$ cat src/rtl/erl_pkg.sv
package erl_pkg;

    localparam int LVL_W   = 2;
    localparam int LVL_N   = 1 << LVL_W;
    localparam int ST_W    = 32;

    // status word field positions
    localparam int NARROW_BIT  = 4;
    localparam int THUMB_BIT   = 5;
    localparam int MASK_LSB    = 6;
    localparam int MASK_MSB    = 9;
    localparam int ILLEGAL_BIT = 20;
    localparam int STEP_BIT    = 21;
    localparam int FLAG_LSB    = 28;
    localparam int FLAG_MSB    = 31;

    // 32-bit state mode codes
    localparam logic [4:0] M_USR = 5'h10;
    localparam logic [4:0] M_FIQ = 5'h11;
    localparam logic [4:0] M_IRQ = 5'h12;
    localparam logic [4:0] M_SVC = 5'h13;
    localparam logic [4:0] M_ABT = 5'h17;
    localparam logic [4:0] M_HYP = 5'h1A;
    localparam logic [4:0] M_UND = 5'h1B;
    localparam logic [4:0] M_SYS = 5'h1F;

    typedef logic [LVL_W-1:0] level_t;
    typedef logic [ST_W-1:0]  status_t;

    typedef struct packed {
        logic   bad;
        level_t level;
        logic   wide;
    } target_t;

    function automatic status_t keep_mask();
        status_t m;
        m = '0;
        for (int i = 0; i < ST_W; i++) begin
            if ((i >= FLAG_LSB && i <= FLAG_MSB) || (i >= MASK_LSB && i <= MASK_MSB)) begin
                m[i] = 1'b1;
            end
        end
        return m;
    endfunction

    function automatic target_t map_narrow(logic [4:0] m);
        target_t t;
        t.bad   = 1'b0;
        t.wide  = 1'b0;
        t.level = '0;
        case (m)
            M_USR: t.level = level_t'(0);
            M_HYP: t.level = level_t'(2);
            M_FIQ, M_IRQ, M_SVC, M_ABT, M_UND, M_SYS: t.level = level_t'(1);
            default: t.bad = 1'b1;
        endcase
        return t;
    endfunction

    function automatic target_t map_wide(logic [3:0] m);
        target_t t;
        t.wide  = 1'b1;
        t.bad   = m[1] || (m == 4'h1);
        t.level = t.bad ? level_t'(0) : level_t'(m[3:2]);
        return t;
    endfunction

endpackage

$ cat src/rtl/erl_mode_decode.sv
module erl_mode_decode
    import erl_pkg::*;
(
    input  logic [4:0] mode_bits,
    output target_t    target
);
    target_t from_narrow;
    target_t from_wide;

    always_comb begin
        from_narrow = map_narrow(mode_bits);
        from_wide   = map_wide(mode_bits[3:0]);
        target      = mode_bits[NARROW_BIT] ? from_narrow : from_wide;
    end
endmodule

$ cat src/rtl/erl_legality.sv
module erl_legality
    import erl_pkg::*;
(
    input  target_t           target,
    input  level_t            cur_level,
    input  logic              el2_en,
    input  logic [LVL_N-1:0]  level_wide,
    input  logic              trap_general,
    input  logic              sec_ext,
    input  logic              sec_ns,
    output logic              legal
);
    logic too_high;
    logic no_el2;
    logic width_clash;
    logic trapped;
    logic bad_security;

    always_comb begin
        too_high     = target.level > cur_level;
        no_el2       = (target.level == level_t'(2)) && !el2_en;
        width_clash  = (target.level != level_t'(0)) && (level_wide[target.level] != target.wide);
        trapped      = (target.level == level_t'(1)) && trap_general;
        bad_security = (cur_level == level_t'(3)) && sec_ext && !sec_ns;
        legal = !(target.bad || too_high || no_el2 || width_clash || trapped || bad_security);
    end
endmodule

$ cat src/rtl/erl_addr_adjust.sv
module erl_addr_adjust #(
    parameter int ADDR_W  = 64,
    parameter int SEL_BIT = 55,
    parameter int TAG_LSB = 56
) (
    input  logic [ADDR_W-1:0] addr_in,
    input  logic              wide,
    input  logic              thumb,
    input  logic [1:0]        tbi_en,
    input  logic              two_ranges,
    output logic [ADDR_W-1:0] addr_out
);
    localparam int NW = 32;

    logic              tbi_hit;
    logic              fill_bit;
    logic [ADDR_W-1:0] wide_addr;
    logic [NW-1:0]     low_addr;

    assign tbi_hit  = tbi_en[addr_in[SEL_BIT]];
    assign fill_bit = two_ranges & addr_in[SEL_BIT];

    for (genvar i = 0; i < ADDR_W; i++) begin : g_bit
        if (i >= TAG_LSB) begin : g_tag
            assign wide_addr[i] = tbi_hit ? fill_bit : addr_in[i];
        end else begin : g_pass
            assign wide_addr[i] = addr_in[i];
        end
    end

    always_comb begin
        low_addr    = addr_in[NW-1:0];
        low_addr[0] = 1'b0;
        if (!thumb) begin
            low_addr[1] = 1'b0;
        end
        addr_out = wide ? wide_addr : {{(ADDR_W-NW){1'b0}}, low_addr};
    end
endmodule

$ cat src/rtl/erl_status_form.sv
module erl_status_form
    import erl_pkg::*;
(
    input  logic              legal,
    input  status_t           saved_word,
    input  status_t           cur_status,
    input  level_t            target_level,
    input  level_t            cur_level,
    input  logic [LVL_N-1:0]  step_active,
    output status_t           status_out
);
    localparam status_t KEEP = keep_mask();

    status_t merged;

    always_comb begin
        merged = (saved_word & KEEP) | (cur_status & ~KEEP);
        merged[ILLEGAL_BIT] = 1'b1;
        if (legal) begin
            status_out = saved_word;
            status_out[STEP_BIT] = saved_word[STEP_BIT] & step_active[target_level];
        end else begin
            status_out = merged;
            status_out[STEP_BIT] = merged[STEP_BIT] & step_active[cur_level];
        end
    end
endmodule

$ cat src/rtl/exc_return_check.sv
module exc_return_check
    import erl_pkg::*;
#(
    parameter int ADDR_W  = 64,
    parameter int SEL_BIT = 55,
    parameter int TAG_LSB = 56
) (
    input  logic              clk,
    input  logic              rst,
    input  logic              req_valid,
    input  logic [1:0]        cur_level,
    input  logic [31:0]       saved_word,
    input  logic [31:0]       cur_status,
    input  logic [ADDR_W-1:0] ret_addr,
    input  logic              el2_en,
    input  logic [3:0]        level_wide,
    input  logic              trap_general,
    input  logic              sec_ext,
    input  logic              sec_ns,
    input  logic [1:0]        tbi_en,
    input  logic              two_ranges,
    input  logic [3:0]        step_active,
    output logic              rsp_valid,
    output logic              rsp_legal,
    output logic [1:0]        rsp_level,
    output logic              rsp_wide,
    output logic [31:0]       rsp_status,
    output logic [ADDR_W-1:0] rsp_addr
);
    target_t           target;
    logic              legal;
    status_t           new_status;
    logic [ADDR_W-1:0] adj_addr;

    erl_mode_decode u_decode (
        .mode_bits (saved_word[NARROW_BIT:0]),
        .target    (target)
    );

    erl_legality u_legal (
        .target       (target),
        .cur_level    (cur_level),
        .el2_en       (el2_en),
        .level_wide   (level_wide),
        .trap_general (trap_general),
        .sec_ext      (sec_ext),
        .sec_ns       (sec_ns),
        .legal        (legal)
    );

    erl_addr_adjust #(
        .ADDR_W  (ADDR_W),
        .SEL_BIT (SEL_BIT),
        .TAG_LSB (TAG_LSB)
    ) u_addr (
        .addr_in    (ret_addr),
        .wide       (target.wide),
        .thumb      (saved_word[THUMB_BIT]),
        .tbi_en     (tbi_en),
        .two_ranges (two_ranges),
        .addr_out   (adj_addr)
    );

    erl_status_form u_status (
        .legal        (legal),
        .saved_word   (saved_word),
        .cur_status   (cur_status),
        .target_level (target.level),
        .cur_level    (cur_level),
        .step_active  (step_active),
        .status_out   (new_status)
    );

    always_ff @(posedge clk) begin
        if (rst) begin
            rsp_valid  <= 1'b0;
            rsp_legal  <= 1'b0;
            rsp_level  <= '0;
            rsp_wide   <= 1'b0;
            rsp_status <= '0;
            rsp_addr   <= '0;
        end else begin
            rsp_valid <= req_valid;
            if (req_valid) begin
                rsp_legal  <= legal;
                rsp_level  <= legal ? target.level : cur_level;
                rsp_wide   <= legal ? target.wide : 1'b1;
                rsp_status <= new_status;
                rsp_addr   <= legal ? adj_addr : ret_addr;
            end
        end
    end
endmodule

$ cat config.mk
export PLATFORM = sky130hd
export DESIGN_NAME = exc_return_check
export DESIGN_NICKNAME = d
export VERILOG_FILES = /design/src/rtl/erl_pkg.sv /design/src/rtl/erl_mode_decode.sv /design/src/rtl/erl_legality.sv /design/src/rtl/erl_addr_adjust.sv /design/src/rtl/erl_status_form.sv /design/src/rtl/exc_return_check.sv
export SDC_FILE = /design/constraint.sdc
export NUM_CORES = 1
export LEC_CHECK = 0
export ABC_AREA = 1
export BUFFER_PORTS_ARGS = -buffer_cell sky130_fd_sc_hd__buf_2
export CORE_AREA = 2 2 161 84
export CTS_BUF_LIST = sky130_fd_sc_hd__clkbuf_2 sky130_fd_sc_hd__clkbuf_4 sky130_fd_sc_hd__clkbuf_8
export DETAILED_ROUTE_END_ITERATION = 12
export DIE_AREA = 0 0 163 86
export HOLD_SLACK_MARGIN = 0.12
export SYNTH_ARGS = -nofsm -noshare
export SYNTH_HDL_FRONTEND = slang
export SYNTH_SLANG_ARGS = --single-unit
export TNS_END_PERCENT = 1
$ cat constraint.sdc
create_clock -name clk -period 6.4 [get_ports clk]
set_input_delay 1.92 -clock clk [delete_from_list [all_inputs] [get_ports clk]]
set_output_delay 1.92 -clock clk [all_outputs]
set_load 0.05 [all_outputs]
# Yosys cells after proc, flatten, opt, wreduce, memory -nomap -nowiden
# Cells that the tools add are included.
[word_totals]
ff_bits = 101
out_inout_bits = 101
word_cells = 70
input_bits = 148
[classes]
magnitude_cmp = 4
reduce_logical = 17
bitwise_logic = 4
n_eq_ne = 13
mux = 26
[op_table]
columns = ["op", "n"]
rows = [
  ["64-bit 2-to-1 mux", 2],
  ["5-bit == test, second input constant", 8],
  ["32-bit 2-to-1 mux", 1],
  ["32-bit by 28-bit OR with 32-bit output", 1],
  ["1-bit 2-to-1 mux", 16],
  ["8-bit OR reduction", 1],
  ["1-bit binary-select mux with 2-bit select", 3],
  ["1-bit logical OR", 6],
  ["2-bit by 3-bit < comparator with 1-bit output, second input constant", 2],
  ["6-bit OR reduction", 1],
  ["1-bit logical AND", 5],
  ["2-bit == test, second input constant", 2],
  ["4-bit by 1-bit == test with 1-bit output, second input constant", 1],
  ["2-bit 2-to-1 mux", 2],
  ["4-bit 2-to-1 mux", 1],
  ["2-bit one-hot mux with 2 select lines", 1],
  ["1-bit AND", 3],
  ["1-bit zero test", 3],
  ["2-bit by 1-bit == test with 1-bit output, second input constant", 1],
  ["2-bit greater-than comparator", 1],
  ["1-bit by 2-bit < comparator with 1-bit output, second input constant", 1],
  ["2-bit nonzero test", 1],
  ["1-bit != test", 1],
]

# Depth between registers and ports, before layout
# Gate-level depths: netlist of run 1.
[depth]
depth_word = 12
depth_mapped = 17

# By module
# A second synthesis of run 1 with hierarchy kept.
[hier_totals]
hier_cells = 930
area_unflattened_um2 = 5855.6
[modules_own_cells]
columns = ["mod", "area_each_um2", "cells_each", "seq_area_each_um2", "instances"]
rows = [
  ["exc_return_check", 4534.3, 714, 2021.9, 1],
  ["erl_addr_adjust", 561.8, 107, 0.0, 1],
  ["erl_status_form", 518.0, 57, 0.0, 1],
  ["erl_legality", 150.1, 33, 0.0, 1],
  ["erl_mode_decode", 91.3, 19, 0.0, 1],
]

# Least setup slack after synthesis of run 1
# OpenSTA, ideal clock, no wires.
[synth_path]
path_kind = "input port to flip-flop"
from = "input saved_word[3]"
to = "register rsp_addr[56]"
path_buffers = 0
t_required_ns = 6.287
setup_ns = 0.113
setup_slack_ns = 2.708
path_stages = 17
arrival_time_ns = 3.578
path_cell_list = "inv_2 -> nor2_1 -> nand4_1 -> nand2_1 -> ha_1 -> inv_1 -> nor2_1 -> o21ai_0 -> nand3_1 -> nor2_1 -> o21ai_1 -> nor2_4 -> nand3_2 -> nor2_2 -> nor2_4 -> nand2_1 -> nand2_1"
[synth_via]
elab_chain_len = 12
elab_cells_between_ends = 32
[synth_rtl]
columns = ["element", "line_no", "source"]
rows = [
  ["start, declared", "exc_return_check.sv:12", "input logic [31:0] saved_word,"],
  ["5-bit == test / 4-bit by 1-bit == test with 1-bit output (equally long branches)", "erl_pkg.sv:52, erl_pkg.sv:64", ""],
  ["6-bit OR reduction / 1-bit logical OR (equally long branches)", "-", ""],
  ["2-bit one-hot mux with 2 select lines / 2-bit 2-to-1 mux (equally long branches)", "erl_pkg.sv:52, erl_pkg.sv:65", ""],
  ["4-bit 2-to-1 mux (*)", "erl_mode_decode.sv:13", "target = mode_bits[NARROW_BIT] ? from_narrow : from_wide;"],
  ["1-bit binary-select mux with 2-bit select", "erl_legality.sv:22", "width_clash = (target.level != level_t'(0)) && (level_wide[target.level] != target.wide);"],
  ["1-bit 2-to-1 mux (implied by the code)", "erl_legality.sv:22", ""],
  ["1-bit != test", "erl_legality.sv:22", ""],
  ["1-bit logical AND", "erl_legality.sv:22", ""],
  ["1-bit logical OR", "erl_legality.sv:25", "legal = !(target.bad || too_high || no_el2 || width_clash || trapped || bad_security);"],
  ["1-bit logical OR (*) (2 in series)", "erl_legality.sv:25", ""],
  ["64-bit 2-to-1 mux (*)", "exc_return_check.sv:89", "rsp_addr <= legal ? adj_addr : ret_addr;"],
  ["end signal, assigned", "exc_return_check.sv:89", ""],
  ["end, declared", "exc_return_check.sv:28", "output logic [ADDR_W-1:0] rsp_addr"],
]
# Every way passes the cells marked *; elsewhere a longest branch is shown, timed or not. The select of a mux whose other input is x is not followed.
# A chain may end at the register's enable or synchronous reset.

# Final worst setup path of run 1
[layout_path]
from = "input saved_word[4]"
to = "register rsp_addr[61]"
[layout_via]
elab_chain_len = 12
elab_cells_between_ends = 30
[layout_rtl]
columns = ["element", "line_no", "source"]
rows = [
  ["5-bit == test", "erl_pkg.sv:52", "case (m)"],
  ["6-bit OR reduction", "-", ""],
  ["2-bit one-hot mux with 2 select lines", "erl_pkg.sv:52", ""],
  ["4-bit 2-to-1 mux (*)", "erl_mode_decode.sv:13", ""],
  ["1-bit binary-select mux with 2-bit select", "erl_legality.sv:22", ""],
  ["1-bit 2-to-1 mux (implied by the code)", "erl_legality.sv:22", ""],
  ["1-bit != test", "erl_legality.sv:22", ""],
  ["1-bit logical AND", "erl_legality.sv:22", ""],
  ["1-bit logical OR (3 in series)", "erl_legality.sv:25", ""],
  ["64-bit 2-to-1 mux (*)", "exc_return_check.sv:89", ""],
]
# Marks and branches as above.

==> results of run 1 <==
==> stage by stage <==
step / instances / total power, uW
floorplan: 472 / 987
global placement: 858 / 1090
detailed placement: 858 / 1100
CTS: 874 / 1560
global route: 874 / 1620
finish: 874 / 1540
==> layout by cell type (no fill, tap or decap), types with 2 or more instances in the layout <==
master / count
a21oi_1: 11
a21oi_2: 3
a22o_1: 38
buf_2: 239
buf_4: 2
bufinv_16: 2
clkbuf_8: 9
clkinvlp_4: 2
dfxtp_1: 101
ha_1: 2
inv_1: 25
inv_2: 3
nand2_1: 120
nand2_2: 2
nand2_4: 3
nand3_1: 7
nand3_2: 4
nor2_1: 35
nor2_4: 4
o211ai_1: 2
o21ai_0: 37
o21ai_1: 23
o21ai_2: 19
==> worst max-delay path, stage by stage <==
cell and delay, ps:
buf_2 130, inv_1 150, nand3_1 90, nand2_1 190
ha_1 280, inv_1 60, nor2_1 30, o21ai_0 130
nand3_1 90, nor2_1 100, o21ai_1 110, nor2_4 160
nand3_2 130, nand2_4 380, nor2_4 130, nand2_1 80
nand2_1 50
==> kinds of logic after synthesis <==
logic type	count (synthesis)
AOI/OAI and AO/OA	136
buffers and inverters	55
and+or+nand+nor	177
adders and majority gates	2
DFF	101
muxes	1
==> power by group <==
part           internal, uW  switching, uW  total, uW
logic                   104            281        386
registers               674           20.3        694
clock network           229            233        462
==> routing by layer <==
| metal | vias to the layer above | track usage [%] | wire length [um] |
|---|---|---|---|
| met3 | 18 | 4.50 | 617 |
| li1 | 2030 | - | - |
| met1 | 1750 | 19.9 | 5060 |
| met4 | 0 | 6.68 | 249 |
| met2 | 95 | 28.6 | 5890 |
| met5 | - | 0 | 0 |
==> flip-flops by register name (all words and copies together) (netlist names) <==
| register | count |
|---|---|
| rsp_legal | 1 |
| rsp_addr | 64 |
| rsp_wide | 1 |
| rsp_valid | 1 |
| rsp_level | 2 |
| rsp_status | 32 |
==> final cells by class <==
cell class                 count  area [um^2]
clock buffer                  10          131
clock inverter                 6         95.1
inverter                      30          115
fill                        1330         7010
timing repair buffer         241         1210
sequential                   101         2020
multi-input combinational    316         1720
tap                          170          213
==> path summary, 6_finish.rpt <==
path                                                    end  slack, ps                         from  cells after the start
worst max-delay path              rsp_addr[61]$_SDFFE_PP0P_       2460                saved_word[4]                     17
worst min-delay path              rsp_addr[56]$_SDFFE_PP0P_        450    rsp_addr[56]$_SDFFE_PP0P_                      2
worst max register to register  rsp_status[20]$_SDFFE_PP0P_       5730  rsp_status[20]$_SDFFE_PP0P_                      4
worst min register to register    rsp_addr[56]$_SDFFE_PP0P_        450    rsp_addr[56]$_SDFFE_PP0P_                      2
==> metrics, run 1 <==
clock tree buffer depth=2; worst skew pair latency=370 ps; clock sink count=101; core area=12500 um^2; power per cell area=280 nW/um^2; RSZ-0062 raised after global routing=no; Ys Warns=0; total track usage=16.6%; drt pass-1 iters=7; Hold Path Class=flip-flop to flip-flop; period utilisation layout=61.5%; Post-Synth Adder-Cell Area=0.629%; PostCTS Resize Cnt=0; FP Rows=29; Util after Layout=44.0%; port bufs=239; mux share of post-synthesis cell area=0.283%; Hold Buf Count CTS=0; main combinational cell family by area after synthesis=compound AO/OA/AOI/OAI gates; Simple-Gate Fraction of Synth Area=18.7%; slew margin rel.=43.3%; total grt overflow=0; Seq/Total Area, Yosys=50.8%; Worst setup EP type=flip-flop; layout cells sized above 1=42.3%; Slew Limit Fails=0; Iter 0 DRT Violations=168; DR vias/cell=4.45; final setup violation count=0; critical path class=primary input to flip-flop; EDFF count, synth=0; pin count of the biggest net entering global routing=65; design area=5500 um^2; ranking of synthesized cells by area=dfxtp_1 51%, nand2_1 11%, a22o_1 8.4%, o21ai_0 4.7%, o21ai_2 4.2%; Hold Slack=452 ps; ant diodes=0; Fin. Hold Viols=0; Post-Synth XOR/XNOR Area=0%; Synth Flop Type=dfxtp_1; DR WL/cell=13.5 um; pre-CTS setup slack=2050 ps; H-tree levels=3; die width=163 um; Crit path arrival time=4210 ps; post-synth top area share=50.8%; Reg clk slew, reported paths=100 ps; die area=14000 um^2; first-pass GRT wire length=18300 um; P_leak=0.00283 uW; Post-Syn Area=3980 um^2; Synth Area in Compound Gates=23.1%; CTS tree=done; clock root buffer=clkbuf_8; Die Ht=86 um; Distinct cells, synth=28; antenna violations before repair=0; CP Launch Type=primary input; CP required=6670 ps; Setup WS post-layout=2460 ps; nets=849; setup TNS=0 ps; critical-path maximum fanout=28; total wire length=11800 um; Placed Instance Area=5280 um^2; maximum VDD drop=0.130 mV; Num CTS Buffers=9; max cap viols=0; FFs w/ async S/R, synth=0%; most frequent cell after synthesis=nand2_1; fin crit period=3940 ps; setup bufs post-CTS=0; GP Congestion=0.749; syn nets=622; Vias=3893; Boundary Pins=249; DR DRC count=0; Post-DP HPWL=8600 um; Synth Instances=472; area delta synth->final=38.4%; Worst-Margin Slew=845 ps; Layout Skew=0 ps; post-route ant nets=0; vias in the first global route=3592; top cell type by total area after synthesis=dfxtp_1; outcome=complete, no violations; synth cell count leaders=120 x nand2_1, 101 x dfxtp_1, 38 x a22o_1; Post-Syn Area per Cell=8.43 um^2; starting density of the core=31.8%; achievable frequency=0.254 GHz; Yosys reg bits=101
No activity file was read; power rests on OpenSTA's default activity.
==> inputs of run 2 (changes only) <==
--- a/config.mk
+++ b/config.mk
@@ -5,12 +5,12 @@
 export SDC_FILE = /design/constraint.sdc
 export NUM_CORES = 1
 export LEC_CHECK = 0
-export ABC_AREA = 1
+export ABC_AREA = 0
 export BUFFER_PORTS_ARGS = -buffer_cell sky130_fd_sc_hd__buf_2
-export CORE_AREA = 2 2 161 84
+export CORE_AREA = 2 2 163 85
 export CTS_BUF_LIST = sky130_fd_sc_hd__clkbuf_2 sky130_fd_sc_hd__clkbuf_4 sky130_fd_sc_hd__clkbuf_8
 export DETAILED_ROUTE_END_ITERATION = 12
-export DIE_AREA = 0 0 163 86
+export DIE_AREA = 0 0 165 87
 export HOLD_SLACK_MARGIN = 0.12
 export SYNTH_ARGS = -nofsm -noshare
 export SYNTH_HDL_FRONTEND = slang
==> constraint.sdc (replaced) <==
create_clock -name clk -period 3.25 [get_ports clk]
set_input_delay 0.975 -clock clk [delete_from_list [all_inputs] [get_ports clk]]
set_output_delay 0.975 -clock clk [all_outputs]
set_load 0.05 [all_outputs]
==> run 2 against run 1 <==
Critical path type unchanged. Highest routed layer unchanged. Via count increased by 0.18%. Setup slack worse by 2300 ps. Clock power is 88% higher. Area after synthesis grew 2.5%. Largest power group unchanged.
==> metrics, run 2 <==
post-synth top area share=49.6% (-1.2 points); critical-path maximum fanout=26 (-7.1%); Post-DP HPWL=9390 um (+9.2%); Hold Slack=470 ps (+17.8 ps); number of flip-flops in the largest register=64 (unchanged); outcome=complete, no violations; pin count of the biggest net entering global routing=64 (-1.5%); Num CTS Buffers=9 (unchanged); DR DRC count=0 (unchanged); syn nets=554 (-11%); Synth Flop Type=dfxtp_1; Slew Limit Fails=0 (unchanged); Hold Buf Count CTS=0 (unchanged); Boundary Pins=249 (unchanged); FP Rows=30 (+3.4%); total wire length=12200 um (+3.5%); critical path class=primary input to flip-flop; Reg area=2020 um^2 (unchanged); Distinct cells, synth=36 (+29%); worst skew pair latency=360 ps (about the same); CTS tree=done; power per cell area=521 nW/um^2 (+86%); layout cells sized above 1=44.6% (+2.2 points); hold endpoint=rsp_wide$_SDFFE_PP0P_; Post-Syn Area per Cell=10.1 um^2 (+20%); CP required=3510 ps (-3160 ps); fillers=1266 (-4.8%); top cell type by total area after synthesis=dfxtp_1; maximum VDD drop=0.267 mV (+100%); Worst setup EP type=flip-flop; Layout Skew=0 ps (unchanged); Iter 0 DRT Violations=152 (-9.5%); Fin. Hold Viols=0 (unchanged); most frequent cells in the layout=237 x buf_2, 101 x dfxtp_1, 67 x nor2_1, 64 x mux2i_1, 26 x a22o_1; H-tree levels=3 (unchanged); Ys Warns=0 (unchanged); achievable frequency=0.319 GHz; Power, Total=3060 uW (+99%); drt pass-1 iters=4 (-3); Die Ht=87 um (+1.2%); FFs w/ async S/R, synth=0% (unchanged); antenna violations before repair=0 (unchanged); area delta synth->final=44.0%; period utilisation layout=96.4%; Placed Instance Area=5640 um^2 (+6.9%); clock root buffer=clkbuf_8; design area=5870 um^2 (+6.7%); nets=798 (-6.0%); ant diodes=0 (unchanged); Crit path arrival time=3390 ps (-820 ps); clock sink count=101 (unchanged); clock tree buffer depth=2 (unchanged); Seq/Total Area, Yosys=49.6% (-1.2 points); first-pass GRT wire length=18100 um (-0.94%); Worst-Margin Slew=692 ps (-154 ps); DR vias/cell=4.70 (+5.6%); Non-Filler Instances=829 (-5.1%); P_leak=0.00295 uW (+4.2%); synth cell count leaders=101 x dfxtp_1, 68 x nor2_1, 65 x mux2i_1; capture point of the worst reg-to-reg path=rsp_addr[60]$_SDFFE_PP0P_; RSZ-0062 raised after global routing=yes; Post-Syn Area=4080 um^2 (+2.5%); Top reg by flops=rsp_addr; area of the multi-input gates=1930 um^2 (+13%); core area=13100 um^2 (+4.6%); CP Launch Type=primary input; Hold Path Class=flip-flop to flip-flop; setup bufs post-CTS=0 (unchanged); die width=165 um (+1.2%); total grt overflow=0 (unchanged); ranking of synthesized cells by area=dfxtp_1 50%, mux2i_1 16%, nor2_1 6.3%, a22o_1 5.6%, a211oi_1 4.2%; starting density of the core=31.1% (-0.66 points); Regs by FF count=rsp_addr (64), rsp_status (32), rsp_level (2); cell count after placement=813 (-5.2%); port bufs=238 (-0.42%); reg2reg start=rsp_addr[60]$_SDFFE_PP0P_; final setup violation count=0 (unchanged); Reg clk slew, reported paths=100 ps (about the same); fin crit period=3130 ps; commonest non-fill, non-tap cell in the layout=buf_2; Vias=3900 (+0.18%); hold path depth=1 (-1); EDFF count, synth=0 (unchanged); Reg2Reg Setup Slack=2400 ps (-3330 ps); die area=14400 um^2 (+2.4%); post-route ant nets=0 (unchanged); slew margin rel.=53.9% (+11 points); Hold Startpoint=rsp_wide$_SDFFE_PP0P_; max cap viols=0 (unchanged); GP Congestion=0.800 (+6.8%); DR WL/cell=14.7 um (+9.1%); Setup WS post-layout=116 ps (-2350 ps); total track usage=16.2% (-0.39 points); vias in the first global route=3621 (+0.81%); pre-CTS setup slack=-261 ps (-2310 ps); cells on worst reg2reg path=3 (-1); Synth Instances=404 (-14%); Yosys reg bits=101 (unchanged); most frequent cell after synthesis=dfxtp_1
==> run 2: layout make-up <==
class | instances | area share (%)
Sequential cell | 101 | 34.4
Timing Repair Buffer | 266 | 25.0
Tap cell | 176 | 3.75
Clock inverter | 7 | 1.56
Inverter | 4 | 0.256
Multi-Input combinational cell | 266 | 32.9
Clock buffer | 9 | 2.11
==> run 2: routing by layer <==
metal	vias to the layer above	part of all wire [%]	wire length [um]	global-route usage (%)
met5	-	0	0	0
met4	0	0.68	83	3.08
met3	9	10	1240	6.43
met2	141	43	5290	25.8
met1	1808	46	5610	21.1
li1	1942	-	-	-
==> run 2: kinds of logic (layout without fill, tap and decap cells) <==
group,count (synthesis),after routing,synth area share (%)
DFF,101,101,49.6
buffers and inverters,37,286,3.96
muxes,66,66,16.5
and+or+nand+nor,101,101,11.5
AOI/OAI and AO/OA,96,96,17.5
adders and majority gates,3,3,0.890
==> run 2: worst max-delay path by stage <==
stage / startpoint / end / slack [ps] / cells past startpoint
finish: saved_word[0] / rsp_addr[42]$_SDFFE_PP0P_ / 120 / 12
CTS: saved_word[0] / rsp_addr[42]$_SDFFE_PP0P_ / 130 / 12
floorplan: saved_word[2] / rsp_level[0]$_SDFFE_PP0P_ / -120 / 12
detailed placement: saved_word[0] / rsp_addr[42]$_SDFFE_PP0P_ / -260 / 12
global placement: saved_word[0] / rsp_level[1]$_SDFFE_PP0P_ / -260 / 11
global route: saved_word[0] / rsp_addr[42]$_SDFFE_PP0P_ / -4 / 12
==> run 2: per-stage QoR <==
step / setup TNS, ps / util (%)
global placement: -11420 / 43.1
finish: 0 / 44.8
global route: -4.11 / 44.8
detailed placement: -12260 / 43.1
CTS: 0 / 44.7
floorplan: -2900 / -
==> run 2: worst max-delay path, stage by stage <==
cell and delay [ps]:
buf_2 140, nor4bb_4 300, o21a_1 200, ha_1 250, nor2b_1 140, a2bb2oi_1 130, a311o_1 350, nor4_4 220
buf_4 230, a21oi_2 80, buf_12 180, a22o_1 190
==> run 2: repair_timing <==
action / in CTS / in global routing
resized for setup: 0 / 2
setup endpoints to repair: 0 / 2
hold endpoints to repair: 0 / 0
==> run 2: power by group <==
group	switching, uW	leakage [uW]	internal (uW)	total, uW
combinational	536	0.00201	289	825
clock	493	0.000106	377	870
sequential	43.3	0.000835	1320	1370
total	1070	0.00295	1990	3060
==> inputs of run 3 (changes only) <==
==> constraint.sdc (replaced) <==
create_clock -name clk -period 3.3 [get_ports clk]
set_input_delay 0.99 -clock clk [delete_from_list [all_inputs] [get_ports clk]]
set_output_delay 0.99 -clock clk [all_outputs]
set_load 0.05 [all_outputs]
==> run 3 against run 2 <==
Worst hold slack got worse by 0.77 ps. Largest power group unchanged. Setup slack better by 28 ps. Via count is 0.72% lower. Utilization shrank 0.24 points. Global-route usage grew 0.42 points. Sequential cell count unchanged. Sequential share of layout area increased by 0.18 points. Non-clock buffer count up 1. First-iteration DRC count up 23%. Largest cell class unchanged. Final cell count up 0.12%. Critical path depth is 1 lower.
==> metrics, run 3 (synthesized netlist as in run 2, its figures left out) <==
outcome=complete, no violations; DR DRC count=0 (unchanged); H-tree levels=3 (unchanged); total wire length=12400 um (+1.1%); die area=14400 um^2 (unchanged); nets=799 (+0.13%); clock root buffer=clkbuf_8; CP required=3530 ps (+20 ps); clock tree buffer depth=2 (unchanged); port bufs=238 (unchanged); Post-DP HPWL=9400 um (+0.16%); layout cells sized above 1=44.5% (-0.068 points); total grt overflow=0 (unchanged); critical-path maximum fanout=10 (-62%); GP Congestion=0.794 (-0.81%); Reg clk slew, reported paths=110 ps (about the same); slew margin rel.=54.1% (+0.22 points); maximum VDD drop=0.214 mV (-20%); fin crit period=3160 ps; setup bufs post-CTS=0 (unchanged); vias in the first global route=3751 (+3.6%); pin count of the biggest net entering global routing=64 (unchanged); ant diodes=0 (unchanged); post-route ant nets=0 (unchanged); number of flip-flops in the largest register=64 (unchanged); P_leak=0.00294 uW (about the same); Iter 0 DRT Violations=187 (+23%); clock sink count=101 (unchanged); fillers=1287 (+1.7%); Worst-Margin Slew=688 ps (-3.35 ps); Layout Skew=0 ps (unchanged); first-pass GRT wire length=18500 um (+2.2%); CTS tree=done; worst skew pair latency=350 ps (about the same); power per cell area=503 nW/um^2 (-3.6%); period utilisation layout=95.6%; Die Ht=87 um (unchanged); Vias=3872 (-0.72%); area delta synth->final=43.2%; antenna violations before repair=0 (unchanged); cell count after placement=814 (+0.12%); Num CTS Buffers=9 (unchanged); Boundary Pins=249 (unchanged); core area=13100 um^2 (unchanged); critical path class=primary input to flip-flop; Top reg by flops=rsp_addr; drt pass-1 iters=4 (unchanged); total track usage=16.6% (+0.42 points); Regs by FF count=rsp_addr (64), rsp_status (32), rsp_level (2); Crit path arrival time=3380 ps (about the same); commonest non-fill, non-tap cell in the layout=buf_2; most frequent cells in the layout=237 x buf_2, 101 x dfxtp_1, 67 x nor2_1, 65 x mux2i_1, 26 x a22o_1; FP Rows=30 (unchanged); achievable frequency=0.317 GHz; RSZ-0062 raised after global routing=no; Slew Limit Fails=0 (unchanged); Fin. Hold Viols=0 (unchanged); PostCTS Resize Cnt=0 (unchanged); die width=165 um (unchanged); DR vias/cell=4.67 (-0.84%); DR WL/cell=14.9 um (+0.93%); final setup violation count=0 (unchanged); starting density of the core=31.1% (unchanged); Worst setup EP type=flip-flop; Hold Path Class=flip-flop to flip-flop; max cap viols=0 (unchanged); CP Launch Type=primary input; Hold Slack=469 ps (-0.770 ps); Non-Filler Instances=830 (+0.12%); Hold Buf Count CTS=0 (unchanged)
==> run 3: final cells by class <==
class	instances	area, um^2	share of cell area (%)
Sequential cell	101	2020	34.6
Multi-Input combinational cell	266	1920	32.9
Clock inverter	6	51.3	0.879
Tap cell	176	220	3.77
Timing Repair Buffer	267	1470	25.2
Clock buffer	10	138	2.36
Inverter	4	15.0	0.257
==> run 3: worst max-delay path, stage by stage <==
cell and delay [ps]:
buf_2 130, nor4bb_4 300, o21a_1 210, ha_1 250, nor2b_1 130, a2bb2oi_1 130
a311o_1 350, nor4_4 220, buf_12 200, mux2i_1 340, a211oi_1 130
==> run 3: layer usage <==
| layer | up-vias | track usage, % | routed length (um) |
|---|---|---|---|
| li1 | 1938 | - | - |
| met1 | 1781 | 21.6 | 5680 |
| met2 | 147 | 25.8 | 5390 |
| met3 | 6 | 6.57 | 1190 |
| met4 | 0 | 4.82 | 99 |
| met5 | - | 0 | 0 |
==> run 3: final timing paths <==
path                                                 from                         to  slack [ps]  depth (start not counted)
worst max register to register  rsp_addr[56]$_SDFFE_PP0P_  rsp_addr[56]$_SDFFE_PP0P_        2450                          3
worst max-delay path                        saved_word[0]  rsp_level[1]$_SDFFE_PP0P_         140                         11
worst min-delay path            rsp_level[0]$_SDFFE_PP0P_  rsp_level[0]$_SDFFE_PP0P_         470                          1
worst min register to register  rsp_level[0]$_SDFFE_PP0P_  rsp_level[0]$_SDFFE_PP0P_         470                          1
==> run 3: through the flow <==
| step | cell area, um^2 | power (uW) | setup slack (ps) | util (%) | TNS, ps |
|---|---|---|---|---|---|
| final | 5840 | 2940 | 144 | 44.6 | 0 |
| after CTS | 5840 | 2980 | 170 | 44.6 | 0 |
| after floorplan | 4110 | 1910 | -86.2 | - | -1390 |
| after global placement | 5650 | 2170 | -214 | 43.1 | -9190 |
| after global routing | 5840 | 3100 | 14.6 | 44.6 | 0 |
| after detailed placement | 5650 | 2190 | -226 | 43.1 | -10380 |
==> run 3: report_power, final <==
group          internal [uW]  total [uW]  switching [uW]
Clock                    311         780             469
Combinational            283         810             527
Sequential              1300        1350            43.1
